`src/rtl/tw_pkg.sv`:
```
package tw_pkg;
  localparam int BYTE_W = 8;
  localparam int CNT_W  = 4;

  typedef enum logic [2:0] {
    ST_IDLE,
    ST_DEVSEL,
    ST_ADDR,
    ST_WDATA,
    ST_RDATA
  } tw_state_e;
endpackage

```
`src/rtl/tw_line_sync.sv`:
```
module tw_line_sync #(
  parameter int   STAGES = 2,
  parameter logic INIT   = 1'b1
) (
  input  logic clk,
  input  logic rst_n,
  input  logic d,
  output logic q,
  output logic q_prev
);
  logic [STAGES:0] chain;

  genvar g;
  generate
    for (g = 0; g < STAGES + 1; g++) begin : g_stage
      always_ff @(posedge clk or negedge rst_n) begin
        if (!rst_n) chain[g] <= INIT;
        else if (g == 0) chain[g] <= d;
        else chain[g] <= chain[(g == 0) ? 0 : g - 1];
      end
    end
  endgenerate

  assign q      = chain[STAGES-1];
  assign q_prev = chain[STAGES];
endmodule

```
`src/rtl/tw_bus_events.sv`:
```
module tw_bus_events (
  input  logic scl,
  input  logic scl_prev,
  input  logic sda,
  input  logic sda_prev,
  output logic start_ev,
  output logic stop_ev,
  output logic scl_rise,
  output logic scl_fall
);
  always_comb begin
    start_ev = scl && scl_prev && sda_prev && !sda;
    stop_ev  = scl && scl_prev && !sda_prev && sda;
    scl_rise = scl && !scl_prev;
    scl_fall = !scl && scl_prev;
  end
endmodule

```
`src/rtl/tw_mem_slave.sv`:
```
module tw_mem_slave
  import tw_pkg::*;
#(
  parameter int          SYNC_STAGES = 2,
  parameter logic [3:0]  DEV_TYPE    = 4'b1011
) (
  input  logic              clk,
  input  logic              rst_n,
  input  logic              scl_i,
  input  logic              sda_i,
  output logic              sda_oe,
  input  logic [2:0]        chip_sel,
  input  logic              wr_lock,
  output logic [BYTE_W-1:0] mem_raddr,
  input  logic [BYTE_W-1:0] mem_rdata,
  output logic              wr_valid,
  input  logic              wr_ready,
  output logic [BYTE_W-1:0] wr_addr,
  output logic [BYTE_W-1:0] wr_data
);
  localparam logic [CNT_W-1:0] LAST_BIT = CNT_W'(BYTE_W);
  localparam logic [CNT_W-1:0] ACK_BIT  = CNT_W'(BYTE_W + 1);

  logic scl_s, scl_p, sda_s, sda_p;
  logic start_ev, stop_ev, scl_rise, scl_fall;

  tw_line_sync #(.STAGES(SYNC_STAGES), .INIT(1'b1)) u_scl_sync (
    .clk(clk), .rst_n(rst_n), .d(scl_i), .q(scl_s), .q_prev(scl_p));
  tw_line_sync #(.STAGES(SYNC_STAGES), .INIT(1'b1)) u_sda_sync (
    .clk(clk), .rst_n(rst_n), .d(sda_i), .q(sda_s), .q_prev(sda_p));

  tw_bus_events u_events (
    .scl(scl_s), .scl_prev(scl_p), .sda(sda_s), .sda_prev(sda_p),
    .start_ev(start_ev), .stop_ev(stop_ev),
    .scl_rise(scl_rise), .scl_fall(scl_fall));

  tw_state_e         state, nxt;
  logic [CNT_W-1:0]  bit_cnt;
  logic [BYTE_W-1:0] shreg, addr;
  logic              mack, oe_r, dev_hit;

  assign dev_hit   = (shreg[7:4] == DEV_TYPE) && (shreg[3:1] == chip_sel);
  assign sda_oe    = oe_r;
  assign mem_raddr = addr;

  always_ff @(posedge clk or negedge rst_n) begin
    if (!rst_n) begin
      state    <= ST_IDLE;
      nxt      <= ST_IDLE;
      bit_cnt  <= '0;
      shreg    <= '0;
      addr     <= '0;
      mack     <= 1'b0;
      oe_r     <= 1'b0;
      wr_valid <= 1'b0;
      wr_addr  <= '0;
      wr_data  <= '0;
    end else begin
      if (wr_valid && wr_ready) wr_valid <= 1'b0;

      if (start_ev) begin
        state   <= ST_DEVSEL;
        bit_cnt <= '0;
        oe_r    <= 1'b0;
      end else if (stop_ev) begin
        state   <= ST_IDLE;
        bit_cnt <= '0;
        oe_r    <= 1'b0;
      end else begin
        case (state)
          ST_RDATA: begin
            if (scl_rise) begin
              if (bit_cnt < LAST_BIT) bit_cnt <= bit_cnt + 1'b1;
              else if (bit_cnt == ACK_BIT) mack <= !sda_s;
            end
            if (scl_fall) begin
              if (bit_cnt != '0 && bit_cnt < LAST_BIT) begin
                shreg <= {shreg[BYTE_W-2:0], 1'b0};
                oe_r  <= !shreg[BYTE_W-2];
              end else if (bit_cnt == LAST_BIT) begin
                oe_r    <= 1'b0;
                addr    <= addr + 1'b1;
                bit_cnt <= ACK_BIT;
              end else if (bit_cnt == ACK_BIT) begin
                bit_cnt <= '0;
                if (mack) begin
                  shreg <= mem_rdata;
                  oe_r  <= !mem_rdata[BYTE_W-1];
                end else begin
                  state <= ST_IDLE;
                end
              end
            end
          end
          ST_DEVSEL, ST_ADDR, ST_WDATA: begin
            if (scl_rise && bit_cnt < LAST_BIT) begin
              shreg   <= {shreg[BYTE_W-2:0], sda_s};
              bit_cnt <= bit_cnt + 1'b1;
            end
            if (scl_fall && bit_cnt == LAST_BIT) begin
              bit_cnt <= ACK_BIT;
              case (state)
                ST_DEVSEL: begin
                  if (dev_hit) begin
                    oe_r <= 1'b1;
                    nxt  <= shreg[0] ? ST_RDATA : ST_ADDR;
                  end else begin
                    state   <= ST_IDLE;
                    bit_cnt <= '0;
                  end
                end
                ST_ADDR: begin
                  oe_r <= 1'b1;
                  addr <= shreg;
                  nxt  <= ST_WDATA;
                end
                default: begin
                  nxt <= ST_WDATA;
                  if (!wr_lock && !wr_valid) begin
                    oe_r     <= 1'b1;
                    wr_valid <= 1'b1;
                    wr_addr  <= addr;
                    wr_data  <= shreg;
                    addr     <= addr + 1'b1;
                  end
                end
              endcase
            end else if (scl_fall && bit_cnt == ACK_BIT) begin
              oe_r    <= 1'b0;
              bit_cnt <= '0;
              state   <= nxt;
              if (nxt == ST_RDATA) begin
                shreg <= mem_rdata;
                oe_r  <= !mem_rdata[BYTE_W-1];
              end
            end
          end
          default: ;
        endcase
      end
    end
  end
endmodule

```
`config.mk`:
```
export PLATFORM = sky130hd
export DESIGN_NAME = tw_mem_slave
export DESIGN_NICKNAME = d
export VERILOG_FILES = /design/src/rtl/tw_pkg.sv /design/src/rtl/tw_line_sync.sv /design/src/rtl/tw_bus_events.sv /design/src/rtl/tw_mem_slave.sv
export SDC_FILE = /design/constraint.sdc
export NUM_CORES = 1
export LEC_CHECK = 0
export ABC_AREA = 1
export BUFFER_PORTS_ARGS = -buffer_cell sky130_fd_sc_hd__buf_2
export CAP_MARGIN = 25
export CORE_AREA = 2 2 91 115
export CTS_CLUSTER_DIAMETER = 100
export DETAILED_ROUTE_END_ITERATION = 6
export DIE_AREA = 0 0 93 117
export PLACE_DENSITY = 0.55
export SLEW_MARGIN = 20
export SYNTH_ARGS = -nofsm -noshare
export SYNTH_HDL_FRONTEND = slang
export SYNTH_SLANG_ARGS = --single-unit
```
`constraint.sdc`:
```
create_clock -name clk -period 2.4 [get_ports clk]
set_clock_uncertainty 0.2 [all_clocks]
set_input_delay 0.12 -clock clk [delete_from_list [all_inputs] [get_ports clk]]
set_output_delay 0.12 -clock clk [all_outputs]
set_load 0.05 [all_outputs]
```
==> impl_metrics.yaml <==
logic_synthesis:
  synth_top_cell_by_area: "dfrtp_1"
  synthCells: 431
  syn_nets: 453
  syn_area_um2: 3360
  syn_area_per_cell_um2: 7.80
  yosysSeqAreaShare: 0.382
  synth_cell_type_count: 36
  synth_edf_count: 0
  yosysTopAreaCellShare: 0.335
  yosysWarnings: 0
  synthArstFlopShare: 1.00
  synth-seq-cells: 51
  yosys_most_used_dff: "dfrtp_1"
  synth_area_leaders: "dfrtp_1, nand2_1, o21ai_2"
setup_path:
  r2r_cells: 8
  worstPathArrival_ns: 2.22
  rrSetupSlack_ns: 0.19
  crit_path_end_kind: "flip-flop"
  path_class: "reg -> reg"
  r2r-start: "bit_cnt[0]"
  reg2reg_to: "wr_data[5]"
  critPathMaxFanout: 16
  required_ns: 2.41
  start_kind: "flip-flop"
route:
  drcViolationCount: 0
  drt-vias-per-instance: 4.79
  drtAntennaViolNets: 0
  wire_per_inst_um: 13.4
  drt_wl_total_um: 8230
  dr_total_vias: 2940
  first_iter_violations: 138
  drtPass1Iterations: 4
finish:
  final_common_cell: "nand2_1"
  drive_above_1_share: 0.295
  nets: 506
  area_growth_pct: 17.2
  n_fill_cell: 1046
  diodes: 0
  final_cell_mix: "nand2_1, dfrtp_1, buf_2, inv_1, nor2_1"
run:
  cap_violations: 0
power:
  swShare: 0.516
  p_clk_frac: 0.148
  p_leak_nw: 1.97
  power_frac_comb: 0.565
  power.internal_mw: 2.49
  switchingPower_mw: 2.66
  powerDensity_nw_per_um2: 1310
  irDropWorstVdd_mv: 0.456
  p_total_mw: 5.15
  p_seq_frac: 0.287
clock_tree:
  numCtsBuffers: 5
  cts_tree: "built"
  htree_levels: 2
  cts_sinks: 51
  clockRootBuffer: "clkbuf_16"
  cts_setup_buffers: 0
  worstSkewPairLatency_ns: 0.29
  clkTransAtPathRegs_ns: 0.07
  cts.path.max_buffers: 2
sta:
  slew_viol_final: 0
  hold_violations: 1
  rsz0062_at_grt: "false"
  period_needed_ns: 2.21
  whs_ns: -0.00261
  fmax_mhz: 453
  finalSetupTns_ns: 0
  final.period_utilization: 0.920
  setup_viol: 0
  tightestPinTransition_ns: 0.671
  max-slew-margin-rel: 0.553
global_routing:
  grt_pass1_wl_um: 13700
  antenna_found_initial: 0
  grt_remaining_overflow: 0
  track_usage: 0.157
  grt_max_degree: 52
  grt_pass1_vias: 2810
die:
  initial_utilization: 0.341
  die_y_um: 117
  io_pins: 43
  core_um2: 9850
  die_w_um: 93
  die_area_um2: 10900
  rows: 41
min_path:
  min_path_cells: 5
  hold_start: "mem_rdata[0]"
  min_path_type: "in -> reg"
  min_to: "shreg[0]"
place:
  place_congestion: 0.892
  dp_hpwl_um: 6020
  io_buffers: 42
run_status:
  status: "complete, but fails checks"
  violations: "negative hold slack"
-- repair_timing --
action | CTS | global route
gates resized for setup | 0 | 1
hold endpoints to repair | 54 | 0
endpoints found under the setup margin | 0 | 16
hold buffers | 10 | 0
-- registers in the layout, summed over array words and instances, names as in the netlist --
| name | count |
|---|---|
| u_scl_sync.q | 1 |
| mem_raddr | 8 |
| u_scl_sync.chain | 1 |
| wr_addr | 8 |
| state | 3 |
| nxt | 3 |
| u_sda_sync.q | 1 |
| sda_oe | 1 |
| bit_cnt | 4 |
| u_sda_sync.chain | 1 |
| u_scl_sync.q_prev | 1 |
| wr_data | 8 |
| shreg | 8 |
| u_sda_sync.q_prev | 1 |
| wr_valid | 1 |
| mack | 1 |
-- per-stage QoR --
step,instance area (um^2),cells,setup WS (ns),util
after detailed placement,3660,595,0.0839,0.372
final,3940,614,0.192,0.400
after global routing,3940,614,0.0395,0.400
after global placement,3660,595,0.226,0.372
after floorplan,3360,431,0.547,-
after CTS,3920,613,0.0666,0.398
-- synthesized netlist by cell type, drive strengths merged, types with 5 or more instances --
cell type,n
nand4,8
o211ai,8
nand3,31
nor2,49
o21ai,50
nand2,134
dfrtp,45
inv,52
dfstp,6
buf,10
a21oi,19
ha,5
-- final cells by class --
cell class	instances	area, um^2	area share
repair buffers	55	333	0.0844
flip-flops and latches	51	1280	0.326
inverters	54	215	0.0546
clock buffers	7	153	0.0387
well taps	129	161	0.0410
multi-input cells	317	1790	0.454
clock inverters	1	7.51	0.00190
-- power groups by stage --
| stage | clock, mW | combinational [mW] | sequential, mW |
|---|---|---|---|
| final | 0.764 | 2.91 | 1.48 |
| after floorplan | 0 | 1.86 | 1.93 |
| after CTS | 0.788 | 2.93 | 1.48 |
| after global routing | 0.818 | 3.25 | 1.53 |
| after global placement | 0 | 2.87 | 1.49 |
| after detailed placement | 0 | 2.91 | 1.49 |
-- routing by layer --
layer	vias to the layer above	GRT usage	wire length, um
met5	-	0	0
li1	1497	-	-
met2	52	0.294	4260
met1	1382	0.187	3590
met4	0	0.0402	78
met3	9	0.0262	298
-- cell families (layout without fill, tap and decap cells) --
| family | Yosys count | after routing | share of synthesized area |
|---|---|---|---|
| and+or+nand+nor | 229 | 230 | 0.338 |
| adders and majority gates | 5 | 5 | 0.0186 |
| buffers and inverters | 64 | 117 | 0.0916 |
| xor gates and xnor gates | 2 | 2 | 0.00521 |
| DFF | 51 | 51 | 0.382 |
| AOI/OAI and AO/OA | 80 | 80 | 0.165 |
-- critical path: stages (launching register included) --
cell,delay (ns)
dfrtp_1,0.45
inv_1,0.13
ha_1,0.19
nand3_2,0.16
inv_2,0.12
nand2_4,0.09
nor3_4,0.26
nand3_4,0.30
o21ai_2,0.21
-- how the worst max path moves through the flow --
stage / startpoint / cells past startpoint / to
3_5_place_dp: bit_cnt[0] / 9 / wr_data[5]
2_1_floorplan: bit_cnt[0] / 10 / wr_addr[3]
6_report: bit_cnt[0] / 8 / wr_data[5]
3_3_place_gp: bit_cnt[0] / 9 / wr_addr[7]
5_1_grt: bit_cnt[0] / 9 / wr_data[3]
4_1_cts: bit_cnt[0] / 9 / wr_data[5]
No activity file was read; power rests on OpenSTA's default activity.
